`src/rtl/hostseq_pkg.sv`:
```
package hostseq_pkg;
  typedef enum logic [1:0] {
    SQ_IDLE = 2'd0,
    SQ_WORD = 2'd1,
    SQ_DATA = 2'd2,
    SQ_SKIP = 2'd3
  } sq_state_t;

  localparam int LOOKUPS = 3;
endpackage

```
`src/rtl/hostseq_word_dec.sv`:
```
module hostseq_word_dec #(
  parameter int DW = 8,
  parameter int AW = 5
) (
  input  logic [DW-1:0] word,
  output logic          is_cmd,
  output logic          is_bad,
  output logic          is_read,
  output logic          is_cont,
  output logic [AW-1:0] idx
);
  // top bit: command flag; next two: read / continuous (must be zero in a command)
  assign is_cmd  = word[DW-1] && (word[DW-2:DW-3] == 2'b00);
  assign is_bad  = word[DW-1] && (word[DW-2:DW-3] != 2'b00);
  assign is_read = word[DW-2];
  assign is_cont = word[DW-3];
  assign idx     = word[AW-1:0];
endmodule

```
`src/rtl/hostseq_region.sv`:
```
module hostseq_region #(
  parameter int                   AW        = 5,
  parameter logic [(1<<AW)-1:0]   DEEP_MAP  = 32'h00F4_0000,
  parameter int                   FIFO_ADDR = 31
) (
  input  logic [AW-1:0] addr,
  output logic          deep,
  output logic          fifo
);
  assign deep = DEEP_MAP[addr];
  assign fifo = (addr == AW'(FIFO_ADDR));
endmodule

```
`src/rtl/hostseq_rdret.sv`:
```
module hostseq_rdret #(
  parameter int DW = 8
) (
  input  logic          clk,
  input  logic          rst,
  input  logic          reg_req,
  input  logic          fifo_req,
  input  logic [DW-1:0] reg_rdata,
  input  logic [DW-1:0] fifo_rdata,
  output logic          rd_valid,
  output logic [DW-1:0] rd_data
);
  always_ff @(posedge clk) begin
    if (rst) begin
      rd_valid <= 1'b0;
      rd_data  <= '0;
    end else begin
      rd_valid <= reg_req | fifo_req;
      if (fifo_req)     rd_data <= fifo_rdata;
      else if (reg_req) rd_data <= reg_rdata;
    end
  end
endmodule

```
`src/rtl/hostseq_ctrl.sv`:
```
module hostseq_ctrl
  import hostseq_pkg::*;
#(
  parameter int                 AW        = 5,
  parameter int                 DW        = 8,
  parameter int                 LANES     = 3,
  parameter int                 LW        = 2,
  parameter logic [(1<<AW)-1:0] DEEP_MAP  = 32'h00F4_0000,
  parameter int                 FIFO_ADDR = 31
) (
  input  logic          clk,
  input  logic          rst,
  input  logic          in_valid,
  input  logic [DW-1:0] in_byte,
  input  logic          in_start,
  input  logic          in_stop_sgl,
  input  logic          in_stop_cont,
  input  logic          w_cmd,
  input  logic          w_bad,
  input  logic          w_rd,
  input  logic          w_cont,
  input  logic [AW-1:0] w_idx,
  output logic          reg_wr,
  output logic          reg_rd,
  output logic [AW-1:0] reg_addr,
  output logic [LW-1:0] reg_lane,
  output logic [DW-1:0] wr_data,
  output logic          fifo_push,
  output logic          fifo_pop,
  output logic          cmd_stb,
  output logic [AW-1:0] cmd_code,
  output logic          err
);
  localparam logic [LW-1:0] LAST_LANE = LW'(LANES - 1);

  sq_state_t     state;
  logic [AW-1:0] cur_addr;
  logic [LW-1:0] lane;
  logic          rd_mode, cont_mode, got_data, deep_used, blocked;

  // lookups: 0 = incoming word index, 1 = cursor, 2 = cursor + 1
  logic [AW-1:0]        look_a [LOOKUPS];
  logic [LOOKUPS-1:0]   look_deep, look_fifo;
  logic                 unused_next_fifo;

  assign look_a[0] = w_idx;
  assign look_a[1] = cur_addr;
  assign look_a[2] = AW'(cur_addr + 1'b1);
  assign unused_next_fifo = look_fifo[2];

  for (genvar g = 0; g < LOOKUPS; g++) begin : g_look
    hostseq_region #(.AW(AW), .DEEP_MAP(DEEP_MAP), .FIFO_ADDR(FIFO_ADDR)) u_region (
      .addr(look_a[g]), .deep(look_deep[g]), .fifo(look_fifo[g])
    );
  end

  logic any_stop;
  assign any_stop = in_stop_sgl | in_stop_cont;

  always_ff @(posedge clk) begin
    if (rst) begin
      state     <= SQ_IDLE;
      cur_addr  <= '0;
      lane      <= '0;
      rd_mode   <= 1'b0;
      cont_mode <= 1'b0;
      got_data  <= 1'b0;
      deep_used <= 1'b0;
      blocked   <= 1'b0;
      reg_wr    <= 1'b0;
      reg_rd    <= 1'b0;
      reg_addr  <= '0;
      reg_lane  <= '0;
      wr_data   <= '0;
      fifo_push <= 1'b0;
      fifo_pop  <= 1'b0;
      cmd_stb   <= 1'b0;
      cmd_code  <= '0;
      err       <= 1'b0;
    end else begin
      reg_wr    <= 1'b0;
      reg_rd    <= 1'b0;
      fifo_push <= 1'b0;
      fifo_pop  <= 1'b0;
      cmd_stb   <= 1'b0;
      if (in_start) begin
        state     <= SQ_WORD;
        deep_used <= 1'b0;
        blocked   <= 1'b0;
      end else begin
        case (state)
          SQ_WORD: begin
            if (in_valid) begin
              if (w_bad) begin
                err   <= 1'b1;
                state <= SQ_SKIP;
              end else if (w_cmd) begin
                cmd_stb  <= 1'b1;
                cmd_code <= w_idx;
              end else if (!w_cont && (look_deep[0] || look_fifo[0])) begin
                err   <= 1'b1;
                state <= SQ_SKIP;
              end else begin
                cur_addr  <= w_idx;
                lane      <= '0;
                rd_mode   <= w_rd;
                cont_mode <= w_cont;
                got_data  <= 1'b0;
                deep_used <= look_deep[0];
                state     <= SQ_DATA;
              end
            end else if (in_stop_cont) begin
              err   <= 1'b1;
              state <= SQ_IDLE;
            end else if (in_stop_sgl) begin
              state <= SQ_IDLE;
            end
          end
          SQ_DATA: begin
            if (in_valid) begin
              if ((!cont_mode && got_data) || blocked) begin
                err   <= 1'b1;
                state <= SQ_SKIP;
              end else begin
                got_data <= 1'b1;
                reg_addr <= cur_addr;
                reg_lane <= lane;
                wr_data  <= in_byte;
                if (look_fifo[1]) begin
                  fifo_push <= !rd_mode;
                  fifo_pop  <= rd_mode;
                end else begin
                  reg_wr <= !rd_mode;
                  reg_rd <= rd_mode;
                  if (look_deep[1] && lane != LAST_LANE) begin
                    lane <= lane + 1'b1;
                  end else begin
                    lane     <= '0;
                    cur_addr <= look_a[2];
                    if (look_deep[2]) begin
                      if (deep_used) blocked   <= 1'b1;
                      else           deep_used <= 1'b1;
                    end
                  end
                end
              end
            end else if (any_stop) begin
              if (in_stop_cont != cont_mode) err <= 1'b1;
              state <= SQ_IDLE;
            end
          end
          SQ_SKIP: if (any_stop) state <= SQ_IDLE;
          default: state <= SQ_IDLE;
        endcase
      end
    end
  end
endmodule

```
`src/rtl/hostseq.sv`:
```
module hostseq #(
  parameter int                 AW        = 5,
  parameter int                 DW        = 8,
  parameter int                 LANES     = 3,
  parameter logic [(1<<AW)-1:0] DEEP_MAP  = 32'h00F4_0000,
  parameter int                 FIFO_ADDR = 31,
  localparam int                LW        = (LANES > 1) ? $clog2(LANES) : 1
) (
  input  logic          clk,
  input  logic          rst,
  input  logic          in_valid,
  input  logic [DW-1:0] in_byte,
  input  logic          in_start,
  input  logic          in_stop_sgl,
  input  logic          in_stop_cont,
  output logic          reg_wr,
  output logic          reg_rd,
  output logic [AW-1:0] reg_addr,
  output logic [LW-1:0] reg_lane,
  output logic [DW-1:0] wr_data,
  input  logic [DW-1:0] reg_rdata,
  output logic          fifo_push,
  output logic          fifo_pop,
  input  logic [DW-1:0] fifo_rdata,
  output logic          cmd_stb,
  output logic [AW-1:0] cmd_code,
  output logic          rd_valid,
  output logic [DW-1:0] rd_data,
  output logic          err
);
  logic          w_cmd, w_bad, w_rd, w_cont;
  logic [AW-1:0] w_idx;

  hostseq_word_dec #(.DW(DW), .AW(AW)) u_dec (
    .word(in_byte), .is_cmd(w_cmd), .is_bad(w_bad),
    .is_read(w_rd), .is_cont(w_cont), .idx(w_idx)
  );

  hostseq_ctrl #(
    .AW(AW), .DW(DW), .LANES(LANES), .LW(LW),
    .DEEP_MAP(DEEP_MAP), .FIFO_ADDR(FIFO_ADDR)
  ) u_ctrl (
    .clk(clk), .rst(rst),
    .in_valid(in_valid), .in_byte(in_byte), .in_start(in_start),
    .in_stop_sgl(in_stop_sgl), .in_stop_cont(in_stop_cont),
    .w_cmd(w_cmd), .w_bad(w_bad), .w_rd(w_rd), .w_cont(w_cont), .w_idx(w_idx),
    .reg_wr(reg_wr), .reg_rd(reg_rd), .reg_addr(reg_addr), .reg_lane(reg_lane),
    .wr_data(wr_data), .fifo_push(fifo_push), .fifo_pop(fifo_pop),
    .cmd_stb(cmd_stb), .cmd_code(cmd_code), .err(err)
  );

  hostseq_rdret #(.DW(DW)) u_rdret (
    .clk(clk), .rst(rst),
    .reg_req(reg_rd), .fifo_req(fifo_pop),
    .reg_rdata(reg_rdata), .fifo_rdata(fifo_rdata),
    .rd_valid(rd_valid), .rd_data(rd_data)
  );
endmodule

```
`config.mk`:
```
export PLATFORM = sky130hd
export DESIGN_NAME = hostseq
export DESIGN_NICKNAME = d
export VERILOG_FILES = /design/src/rtl/hostseq_pkg.sv /design/src/rtl/hostseq_word_dec.sv /design/src/rtl/hostseq_region.sv /design/src/rtl/hostseq_rdret.sv /design/src/rtl/hostseq_ctrl.sv /design/src/rtl/hostseq.sv
export SDC_FILE = /design/constraint.sdc
export NUM_CORES = 1
export LEC_CHECK = 0
export BUFFER_PORTS_ARGS = -buffer_cell sky130_fd_sc_hd__buf_2
export CORE_MARGIN = 1.5
export CORE_UTILIZATION = 56
export CTS_CLUSTER_SIZE = 10
export DETAILED_ROUTE_END_ITERATION = 8
export MAX_ROUTING_LAYER = met4
export PLACE_DENSITY_LB_ADDON = 0.05
export SKIP_CTS_REPAIR_TIMING = 1
export SYNTH_ARGS = -nofsm -noshare
export SYNTH_HDL_FRONTEND = slang
export SYNTH_SLANG_ARGS = --single-unit
```
`constraint.sdc`:
```
create_clock -name clk -period 4.2 [get_ports clk]
set_input_delay 1.26 -clock clk [delete_from_list [all_inputs] [get_ports clk]]
set_output_delay 1.26 -clock clk [all_outputs]
set_load 0.01 [all_outputs]
```
==> After elaboration in Yosys (flattened, before gate mapping) <==
Memories as Yosys holds them, arrays and structs flattened. A register that Yosys moved wholly into a read port is not among the register bits.
Index checks and enable logic that the tools add are counted.
Widths: inputs -> output; s select.
{ "classes": {"addsub": 2, "magnitude_cmp": 3, "n_eq_ne": 26, "n_mux": 64, "bitwise_logic": 12, "reduce_logical": 29} }
{ "ops": {"columns": ["op", "n"], "rows": [
  ["$mux 5", 10],
  ["$mux 2", 16],
  ["$mux 1", 30],
  ["$ne 2x2->1 const B", 10],
  ["$reduce_and 10->1", 2],
  ["$lt 5x6->1 const B", 3],
  ["$mux 8", 2],
  ["$reduce_and 8->1", 2],
  ["$reduce_or 6->1", 2],
  ["$eq 5x5->1 const B", 2],
  ["$ne 5x5->1 const B", 2],
  ["$not 1->1", 10],
  ["$pmux 5 s2", 1],
  ["$ne 3x2->1 const B", 3],
  ["$reduce_and 9->1", 1],
  ["$ne 4x4->1 const B", 2],
  ["$reduce_and 7->1", 1],
  ["$pmux 1 s2", 3],
  ["$pmux 2 s3", 1],
  ["$reduce_and 3->1", 2],
  ["$reduce_and 6->1", 1],
  ["$reduce_bool 2->1", 3],
  ["$add 5x1->5 const B", 1],
  ["$logic_and 1x1->1", 5],
  ["other kinds (16)", 21]
]} }
{ "totals": {"regBits": 49, "mem_bits_ro": 96, "input_bits": 30, "output_inout_bits": 35, "elab_cells": 160, "n_memories": 3} }
{ "memory_table": {"columns": ["name", "words", "word_bits", "read_ports", "rd_clocked_by_memory_dff", "write_ports", "line", "text"], "rows": [
  ["(name not given)", 32, 1, 1, 0, 0, "hostseq_region.sv:10", "assign deep = DEEP_MAP[addr];"],
  ["(name not given)", 32, 1, 1, 1, 0, "hostseq_region.sv:10", null],
  ["(name not given)", 32, 1, 1, 0, 0, "hostseq_region.sv:10", null]
]} }

==> Logic depth before layout (Yosys ltp) <==
Gate-level depths: netlist of run 1.
{ "logic_depth": {"ltp_word": 11, "depth_mapped": 10, "mapped_depth_nobuf": 10} }

==> Cells and area by module <==
A second synthesis of run 1 with hierarchy kept.
{ "hier_totals": {"cells_unflattened": 279, "area_unflattened_um2": 2557.5} }
{ "modules_own_cells": {"columns": ["mod", "n_inst", "cells_per_inst", "area_each_um2", "seq_area_each_um2"], "rows": [
  ["hostseq_ctrl", 1, 213, 1978.1, 800.8],
  ["hostseq_rdret", 1, 39, 401.6, 180.2],
  ["hostseq_region", 3, 6, 35.0, 0.0],
  ["hostseq_word_dec", 1, 9, 72.6, 0.0]
]} }

==> Least setup slack after synthesis of run 1 <==
Ideal clock, no wire load.
{ "synth_path": {"path_type": "input port to flip-flop", "startpoint": "input port in_byte[1]", "endpoint": "register u_ctrl.g_look[1].u_region.deep (netlist name)", "t_arrival_ns": 2.830, "required_time_ns": 4.077, "path_slack_ns": 1.247, "path_stages": 8, "path_cell_list": "nor2b_2 -> o21bai_4 -> a2111oi_2 -> or4_1 -> buf_6 -> o31a_1 -> a31oi_1 -> nor4_2"} }
{ "synth_rtl": {"columns": ["element", "line", "text"], "rows": [
  ["start, declared", "hostseq.sv:12", "input logic [DW-1:0] in_byte,"]
]} }

==> flow_summary.json, run 1 <==
{
  "path_max_fanout": 21,
  "cellLeakagePower_nw": 1.17,
  "totalWireLength_mm": 5.44,
  "wl_per_cell_um": 13.6,
  "cp.required_ns": 4.38,
  "fillerInstances": 345,
  "grtUsageMet1_pct": 35.2,
  "hold_ws_ns": 0.454,
  "io_buffers": 64,
  "fp.dieW_um": 67.6,
  "grt_pass1_vias": 1866,
  "fin_tns_setup_ns": 0,
  "met3_usage_pct": 6.50,
  "slew-limit-headroom_pct": 48.0,
  "finalHoldViolations": 0,
  "grt_first_pass_wirelength_mm": 8.84,
  "fmax_ghz": 0.331,
  "die_h_um": 67.6,
  "grt_max_degree": 25,
  "worstSkewPairLatency_ns": 0.32,
  "synth_fp_nets": 328,
  "synth.cell_area_sq_um": 2340,
  "drv_slew": 0,
  "finClkSkew_ns": 0.00861,
  "first_iter_violations": 139,
  "ys_dominant_reg_cell": "dfxtp_1",
  "slowest_delay_ns": 0.65,
  "htreeDepth": 2,
  "critical_path.top_delay_family": "simple AND/OR/NAND/NOR gates",
  "syn_to_final_growth_pct": 18.8,
  "slowest_stage": "ha_1",
  "synth_cell_types": 42,
  "drc": 0,
  "rsz0062_at_grt": "no",
  "ir_worst_vdd_v": 0.000199,
  "dpl.hpwl_mm": 4.00,
  "finalPower_mw": 0.838,
  "antenna_left": 0,
  "ios": 65,
  "power_density_nw_per_um2": 302,
  "placementRows": 23,
  "diodes": 0,
  "final_cell_mix": "64 x buf_2, 50 x dfxtp_1, 49 x nand2_1, 40 x a21oi_1, 39 x nor2_1",
  "synth_edf_count": 0,
  "synth-seq-cells": 50,
  "worstMarginPinSlew_ns": 0.774,
  "grt_use_met2_pct": 39.8,
  "nNetsFinal": 387,
  "coreArea_sq_um": 4000,
  "status": "completed",
  "dr.pass1.iters": 4,
  "dieArea_sq_um": 4570,
  "synth_cells": 290,
  "start_kind": "flop",
  "grt_usage_pct": 26.6,
  "final_common_cell": "buf_2",
  "num_vias": 2183,
  "final_util_pct": 69.4,
  "min_path_type": "flop to flop",
  "cts_max_path_buffers": 2,
  "start_util_pct": 58.4,
  "min_period_ns": 3.02,
  "period_share_pct": 71.9,
  "max-cap-violations": 0,
  "syn_avg_cell_area_sq_um": 8.06,
  "cts_buffers": 5,
  "globalplace.congestion": 1.01,
  "path_buf_inv": 1,
  "clock_sinks": 50,
  "overflow": 0,
  "synthArstFlopShare_pct": 0,
  "arrival_ns": 3.21,
  "seq_area_frac_synth_pct": 42.8,
  "clk_pin_slew_ns": 0.09,
  "viasPerCell": 5.46,
  "critical_path.endpoint_type": "flop",
  "busiest_layer": "met2",
  "drive_gt1_share_pct": 24.3,
  "clock_tree.root_cell": "clkbuf_8",
  "yosysWarningCount": 0,
  "antenna_found_initial": 0,
  "crit_type": "flop to flop",
  "final-setup-viol-count": 0,
  "tritoncts": "yes",
  "crit_chain": "inv_1, ha_1, nor2_1, nand4b_1, or4_1, o31a_1, a31oi_1, nor4_2"
}
logic make-up (layout without fill, tap and decap cells):
kind of cell | after synthesis | count (layout) | share of synthesized area, %
and+or+nand+nor | 126 | 126 | 24.3
AOI/OAI and AO/OA | 65 | 65 | 18.2
muxes | 11 | 11 | 4.71
buffers and inverters | 28 | 88 | 4.93
adders and majority gates | 8 | 8 | 4.29
xor gates and xnor gates | 2 | 2 | 0.750
DFF | 50 | 50 | 42.8
per-layer routing:
| metal | vias up | share of wire (%) |
|---|---|---|
| met5 | - | 0 |
| met4 | 0 | 1.2 |
| met3 | 8 | 5.2 |
| met2 | 66 | 46 |
| li1 | 1112 | - |
| met1 | 997 | 47 |
worst min-delay path: cells and delay by family (launching register included):
| kind | cells | cell delay [ns] |
|---|---|---|
| flip-flops | 1 | 0.31 |
| AO/OA/AOI/OAI | 1 | 0.05 |
| AND/OR/NAND/NOR | 1 | 0.05 |
per-stage QoR:
stage          instance area, sq um  cells  setup WS, ns
4_1_cts                        2780    400          1.24
3_3_place_gp                   2680    392         0.966
2_1_floorplan                  2340    290          1.25
6_report                       2780    400          1.18
3_5_place_dp                   2680    392         0.937
5_1_grt                        2780    400          1.03
registers in the layout, summed over array words and instances, names as in the netlist, 2 cells and up:
register         cells
u_ctrl.cur_addr      5
u_ctrl.reg_addr      5
u_ctrl.wr_data       8
u_ctrl.state         2
u_ctrl.cmd_code      5
u_rdret.rd_data      8
u_ctrl.lane          2
u_ctrl.reg_lane      2
cells in the mapped netlist (2+ instances only):
library cell / instances / area [sq um]
nand3_1: 9 / 45.0
o31a_1: 2 / 17.5
nor3_1: 4 / 20.0
o21ai_0: 5 / 25.0
buf_2: 2 / 10.0
mux2i_1: 11 / 110
inv_1: 13 / 48.8
nor2_1: 39 / 146
or3_1: 3 / 18.8
nand4_1: 4 / 25.0
nor4_1: 5 / 31.3
dfxtp_1: 50 / 1000
nand2_1: 49 / 184
and3_1: 2 / 12.5
or4_1: 2 / 15.0
a211o_2: 2 / 20.0
a21oi_1: 40 / 200
xor2_1: 2 / 17.5
nor2b_1: 3 / 18.8
ha_1: 8 / 100
o2111ai_1: 3 / 26.3
clkbuf_1: 12 / 45.0
final cells by class:
cell class                      instances  area, sq um  share of cell area, %
Multi-Input combinational cell        212         1230                   44.2
Clock inverter                          3         25.0                  0.902
Clock buffer                            5         68.8                   2.48
Tap cell                               50         62.6                   2.25
Sequential cell                        50         1000                   36.1
Inverter                               13         48.8                   1.76
Timing Repair Buffer                   67          343                   12.4
worst paths after layout:
check | slack [ns] | to | start | cells past startpoint
worst min register to register | 0.45 | u_ctrl.reg_addr[3]$_SDFFE_PP0P_ | u_ctrl.reg_addr[3]$_SDFFE_PP0P_ | 2
worst max-delay path | 1.18 | u_ctrl.g_look[1].u_region.deep$_SDFF_PP0_ | u_ctrl.state[0]$_SDFFE_PP0P_ | 8
worst max register to register | 1.18 | u_ctrl.g_look[1].u_region.deep$_SDFF_PP0_ | u_ctrl.state[0]$_SDFFE_PP0P_ | 8
worst min-delay path | 0.45 | u_ctrl.reg_addr[3]$_SDFFE_PP0P_ | u_ctrl.reg_addr[3]$_SDFFE_PP0P_ | 2
report_power, final:
group / switching [mW] / leakage (nW) / total [mW] / internal, mW
clock: 0.173 / 0.0447 / 0.294 / 0.120
combinational: 0.0406 / 0.719 / 0.0643 / 0.0237
sequential: 0.00298 / 0.403 / 0.480 / 0.477
Note: power is estimated with default switching activity, not from simulation.
==> inputs of run 2 (changes only) <==
Settings changed: ABC_AREA set to 1, CORE_UTILIZATION 56 to 47.
Clock period 4.2 ns to 2.5 ns, I/O delays scaled along.
==> run 2 against run 1 <==
  * Fmax is 51% higher
  * Utilization is 8.9 points lower
  * Global-route usage is 4.5 points lower
  * Combinational power is 120% higher
==> flow_summary.json, run 2 <==
{
  "clkPwrFrac_pct": 38.6,
  "worstSkewPairLatency_ns": 0.31,
  "grt_max_degree": 30,
  "final_util_pct": 60.4,
  "clock_sinks": 50,
  "synth_edf_count": 0,
  "finClkSkew_ns": 0.00705,
  "tritoncts": "yes",
  "netSwitchingFraction_pct": 25.2,
  "antenna_found_initial": 0,
  "first_iter_violations": 153,
  "clock_tree.root_cell": "clkbuf_8",
  "power_density_nw_per_um2": 531,
  "seq_area_frac_synth_pct": 41.5,
  "drv_slew": 0,
  "synth.cell_area_sq_um": 2410,
  "fillerInstances": 496,
  "synth_fp_nets": 386,
  "drive_gt1_share_pct": 23.4,
  "fp.dieW_um": 74.7,
  "final-setup-viol-count": 0,
  "drc": 0,
  "placementRows": 25,
  "grt_first_pass_wirelength_mm": 9.08,
  "syn_avg_cell_area_sq_um": 6.94,
  "critical_path.endpoint_type": "flop",
  "ir_worst_vdd_v": 0.000370,
  "clk_pin_slew_ns": 0.10,
  "yosysTopAreaCellShare_pct": 41.5,
  "worstMarginPinSlew_ns": 0.591,
  "cp.required_ns": 2.75,
  "yosysWarningCount": 0,
  "htreeDepth": 2,
  "globalplace.congestion": 0.855,
  "syn_to_final_growth_pct": 21.4,
  "ys_dominant_reg_cell": "dfxtp_1",
  "synth-seq-cells": 50,
  "totalWireLength_mm": 5.88,
  "reg.largest.list": "u_ctrl.wr_data: 8 flops, u_rdret.rd_data: 8 flops",
  "start_util_pct": 49.8,
  "finalPower_mw": 1.56,
  "final_cell_mix": "82 x nand2_1, 64 x buf_2, 50 x dfxtp_1, 44 x inv_1, 40 x nor2_1",
  "nNetsFinal": 452,
  "ios": 65,
  "period_share_pct": 79.9,
  "dieArea_sq_um": 5570,
  "fin_tns_setup_ns": 0,
  "internal-power_mw": 1.16,
  "rsz0062_at_grt": "no",
  "pwr-share-comb_pct": 9.1,
  "seq_area_sq_um": 1000,
  "crit_type": "flop to flop",
  "diodes": 0,
  "antenna_left": 0,
  "viasPerCell": 4.87,
  "cts_buffers": 5,
  "status": "completed",
  "arrival_ns": 2.25,
  "min_path_type": "flop to flop",
  "num_vias": 2345,
  "synth_cells": 348,
  "overflow": 0,
  "start_kind": "flop",
  "finalHoldViolations": 0,
  "cts_max_path_buffers": 2,
  "slew-limit-headroom_pct": 60.5,
  "synth_cell_types": 28,
  "synth_commonest_cells": "82 x nand2_1, 50 x dfxtp_1, 44 x inv_1",
  "multi_input_area_sq_um": 1180,
  "p_sw_mw": 0.392,
  "hold_ws_ns": 0.444,
  "min_period_ns": 2.00,
  "cellLeakagePower_nw": 1.55,
  "die_h_um": 74.7,
  "synthArstFlopShare_pct": 0,
  "synth_area_leaders": "dfxtp_1 41%, nand2_1 13%, inv_1 6.8%, a21oi_1 6.4%, nor2_1 6.2%",
  "seqPwrFrac_pct": 52.3,
  "coreArea_sq_um": 4850,
  "wl_per_cell_um": 12.2,
  "fmax_ghz": 0.500,
  "path_max_fanout": 8,
  "dpl.hpwl_mm": 4.51,
  "yosysMostFrequentCell": "nand2_1",
  "synth_top_area_cell": "dfxtp_1",
  "final_common_cell": "nand2_1",
  "grt_pass1_vias": 2015,
  "grt_usage_pct": 22.1,
  "io_buffers": 64,
  "max-cap-violations": 0,
  "dr.pass1.iters": 4
}
run 2: changes by cell type after synthesis, moves of 3 or more:
cell,before,now
o2111ai_1,3,0
or3_1,3,0
nand2_1,49,82
inv_1,13,44
mux2i_1,11,0
nand4_1,4,8
nor2b_1,3,0
a21oi_1,40,31
nand3_1,9,20
nand2_2,0,3
clkbuf_1,12,7
inv_2,0,6
nor4_1,5,1
o21ai_0,5,25
run 2: final cells by class:
cell class / count / share of cell area [%]
clock inverter: 3 / 1.62
inverter: 51 / 6.62
sequential: 50 / 34.2
clock buffer: 5 / 2.35
timing repair buffer: 69 / 12.2
tap: 67 / 2.86
multi-input combinational: 237 / 40.2
run 2: cell families (layout without fill, tap and decap cells):
kind of cell	count (synthesis)	in the layout	synth area share, %
XOR/XNOR	1	1	0.363
flip-flops	50	50	41.5
adder cells (fa/ha/maj)	8	8	4.15
AO/OA/AOI/OAI	60	60	12.9
AND/OR/NAND/NOR	168	168	31.4
buffers and inverters	61	128	9.75
run 2: path summary, 6_finish.rpt:
| check | start | end | slack, ns | depth (start not counted) |
|---|---|---|---|---|
| max reg2reg | u_ctrl.cur_addr[0]$_SDFFE_PP0N_ | u_ctrl.g_look[1].u_region.deep$_SDFF_PP0_ | 0.50 | 15 |
| min reg2reg | u_ctrl.rd_mode$_SDFFE_PP0P_ | u_ctrl.fifo_push$_SDFF_PP0_ | 0.44 | 1 |
| max | u_ctrl.cur_addr[0]$_SDFFE_PP0N_ | u_ctrl.g_look[1].u_region.deep$_SDFF_PP0_ | 0.50 | 15 |
| min | u_ctrl.rd_mode$_SDFFE_PP0P_ | u_ctrl.fifo_push$_SDFF_PP0_ | 0.44 | 1 |
run 2: power by group through the flow:
stage / Clock, mW / Combinational [mW] / Sequential, mW
after floorplan: 0 / 0.0857 / 0.832
after global placement: 0 / 0.142 / 0.833
after detailed placement: 0 / 0.142 / 0.833
after CTS: 0.613 / 0.143 / 0.814
after global routing: 0.646 / 0.160 / 0.816
final: 0.600 / 0.142 / 0.814
run 2: per-stage QoR:
stage / std cells / setup WS [ns] / area, sq um
after floorplan: 348 / 0.735 / 2410
after global placement: 474 / 0.452 / 2810
after detailed placement: 474 / 0.460 / 2810
after CTS: 482 / 0.501 / 2930
after global routing: 482 / 0.287 / 2930
final: 482 / 0.502 / 2930
run 2: metal layers:
metal | vias up | wire, um | global-route usage, %
met5 | - | 0 | -
met4 | 0 | 34 | 4.85
met3 | 4 | 294 | 4.69
met2 | 55 | 2800 | 36.4
met1 | 1048 | 2740 | 28.0
li1 | 1238 | - | -
run 2: worst max-delay path, cell delays in order, from the launching register on:
cell and delay (ns):
dfxtp_1 0.38, ha_1 0.25, nand2_1 0.07, nor2_1 0.04, ha_1 0.22, nand2_1 0.12
nand2_1 0.07, inv_2 0.06, nand3_2 0.07, nor2_4 0.14, nand3_4 0.13, nand2_1 0.08
nand2_1 0.05, nor2_2 0.09, nand2_1 0.07, a21oi_2 0.09
==> inputs of run 3 (changes only) <==
Settings changed: CORE_UTILIZATION 47 to 52.
Clock period 2.5 ns to 2.05 ns, I/O delays scaled along.
==> run 3 against run 2 <==
  * Flip-flop and latch count is the same
  * Worst hold slack lost 0.0039 ns
  * Highest routed layer unchanged
  * Utilization grew 5.9 points
  * Non-clock buffer count is the same
  * Critical path type unchanged
  * Setup slack lost 0.35 ns
  * Sequential power grew 22%
==> flow_summary.json, run 3 (synthesis results as in run 2) <==
{
  "internal-power_mw": 1.33,
  "totalWireLength_mm": 5.74,
  "first_iter_violations": 140,
  "drc": 0,
  "hold_end": "u_ctrl.fifo_push$_SDFF_PP0_",
  "multi_input_area_sq_um": 1180,
  "period_share_pct": 92.5,
  "die_h_um": 71.1,
  "overflow": 0,
  "status": "completed",
  "antenna_found_initial": 0,
  "antenna_left": 0,
  "grt_usage_pct": 23.6,
  "drive_gt1_share_pct": 24.6,
  "critical_path.endpoint_type": "flop",
  "cellLeakagePower_nw": 1.54,
  "reg.largest.list": "u_ctrl.wr_data: 8 flops, u_rdret.rd_data: 8 flops",
  "grt_first_pass_wirelength_mm": 9.32,
  "ir_worst_vdd_v": 0.000361,
  "clock_tree.root_cell": "clkbuf_8",
  "start_kind": "flop",
  "dr.pass1.iters": 4,
  "placed_cell_area_sq_um": 2820,
  "fmax_ghz": 0.527,
  "min_path_type": "flop to flop",
  "grt_max_degree": 30,
  "dpl.hpwl_mm": 4.44,
  "viasPerCell": 5.06,
  "final-setup-viol-count": 0,
  "start_util_pct": 54.7,
  "final_util_pct": 66.4,
  "final_cell_mix": "81 x nand2_1, 64 x buf_2, 48 x dfxtp_1, 44 x inv_1, 40 x nor2_1",
  "num_vias": 2362,
  "placementRows": 24,
  "final_common_cell": "nand2_1",
  "io_buffers": 64,
  "fp.dieW_um": 71.1,
  "ios": 65,
  "clkPwrFrac_pct": 34.2,
  "final_area_sq_um": 2930,
  "arrival_ns": 2.14,
  "rrSetupSlack_ns": 0.15,
  "clk_pin_slew_ns": 0.09,
  "power_density_nw_per_um2": 607,
  "finClkSkew_ns": 0.00805,
  "wl_per_cell_um": 12.3,
  "p_sw_mw": 0.451,
  "diodes": 0,
  "path_max_fanout": 10,
  "htreeDepth": 2,
  "seq_area_sq_um": 1000,
  "dieArea_sq_um": 5060,
  "syn_to_final_growth_pct": 21.4,
  "rsz0062_at_grt": "yes",
  "globalplace.congestion": 0.902,
  "grt_pass1_vias": 2102,
  "cp.required_ns": 2.29,
  "netSwitchingFraction_pct": 25.4,
  "hold_depth": 1,
  "pwr-share-comb_pct": 9.9,
  "crit-reg2reg-launch": "u_ctrl.state[0]$_SDFFE_PP0P_",
  "tritoncts": "yes",
  "coreArea_sq_um": 4410,
  "slew-limit-headroom_pct": 60.1,
  "finalPower_mw": 1.78,
  "placed_cells": 459,
  "clock_sinks": 50,
  "fin_cells": 467,
  "drv_slew": 0,
  "cts_buffers": 5,
  "worstMarginPinSlew_ns": 0.597,
  "r2r-end": "u_ctrl.g_look[1].u_region.deep$_SDFF_PP0_",
  "finalHoldViolations": 0,
  "max-cap-violations": 0,
  "seqPwrFrac_pct": 55.9,
  "cts_max_path_buffers": 2,
  "crit_type": "flop to flop",
  "fillerInstances": 410,
  "min_period_ns": 1.90,
  "worstSkewPairLatency_ns": 0.30,
  "nNetsFinal": 452,
  "reg2reg_depth": 12,
  "min_from": "u_ctrl.rd_mode$_SDFFE_PP0P_"
}
## run 3: cell count changes in the layout (fill, tap and decap cells not counted), moves of 2 or more
| cell | before | now |
|---|---|---|
| ha_1 | 8 | 6 |
| ha_2 | 0 | 2 |
| dfxtp_1 | 50 | 48 |
| buf_4 | 5 | 3 |
| buf_12 | 0 | 2 |
| dfxtp_2 | 0 | 2 |
## run 3: metrics by stage
step                      setup TNS (ns)  worst slack [ns]  hold slack [ns]
after floorplan                        0             0.285            0.414
after global placement                 0             0.170            0.422
after detailed placement               0             0.109            0.431
after CTS                              0            0.0878            0.443
after global routing             -0.0161           -0.0161            0.489
final                                  0             0.153            0.441
## run 3: area by class of cell
type	count	share of cell area, %
multi-input cells	237	40.5
flip-flops and latches	50	34.3
repair buffers	69	13.1
inverters	51	6.62
clock buffers	6	2.82
well taps	52	2.22
clock inverters	2	0.555
## run 3: worst max-delay path, cell delays in order, from the launching register on
cell     delay, ns
dfxtp_1       0.40
inv_1         0.08
ha_2          0.25
buf_4         0.19
nand2_1       0.12
nand2_1       0.10
nor2_4        0.16
nand3_4       0.13
nand2_1       0.08
nand2_1       0.06
nor2_2        0.11
nand2_1       0.07
a21oi_2       0.09
## run 3: routing by layer
layer	up-vias	GRT usage, %	part of all wire (%)
li1	1237	-	-
met1	1055	29.3	47
met2	61	38.9	48
met3	9	4.70	4.3
met4	0	6.71	1.5
met5	-	-	0
## run 3: worst max path at each step
stage,start,depth (start not counted),to
after floorplan,u_ctrl.cur_addr[0]$_SDFFE_PP0N_,15,u_ctrl.g_look[1].u_region.deep$_SDFF_PP0_
after global placement,u_ctrl.state[0]$_SDFFE_PP0P_,12,u_ctrl.g_look[1].u_region.deep$_SDFF_PP0_
after detailed placement,u_ctrl.state[0]$_SDFFE_PP0P_,12,u_ctrl.g_look[1].u_region.deep$_SDFF_PP0_
after CTS,u_ctrl.state[0]$_SDFFE_PP0P_,12,u_ctrl.g_look[1].u_region.deep$_SDFF_PP0_
after global routing,u_ctrl.cur_addr[0]$_SDFFE_PP0N_,15,u_ctrl.g_look[1].u_region.deep$_SDFF_PP0_
final,u_ctrl.state[0]$_SDFFE_PP0P_,12,u_ctrl.g_look[1].u_region.deep$_SDFF_PP0_
## run 3: power groups by stage
| stage | clock network, mW | registers (mW) | logic, mW |
|---|---|---|---|
| after floorplan | 0 | 1.01 | 0.105 |
| after global placement | 0 | 1.01 | 0.174 |
| after detailed placement | 0 | 1.02 | 0.174 |
| after CTS | 0.632 | 0.993 | 0.175 |
| after global routing | 0.669 | 0.995 | 0.195 |
| final | 0.608 | 0.993 | 0.176 |
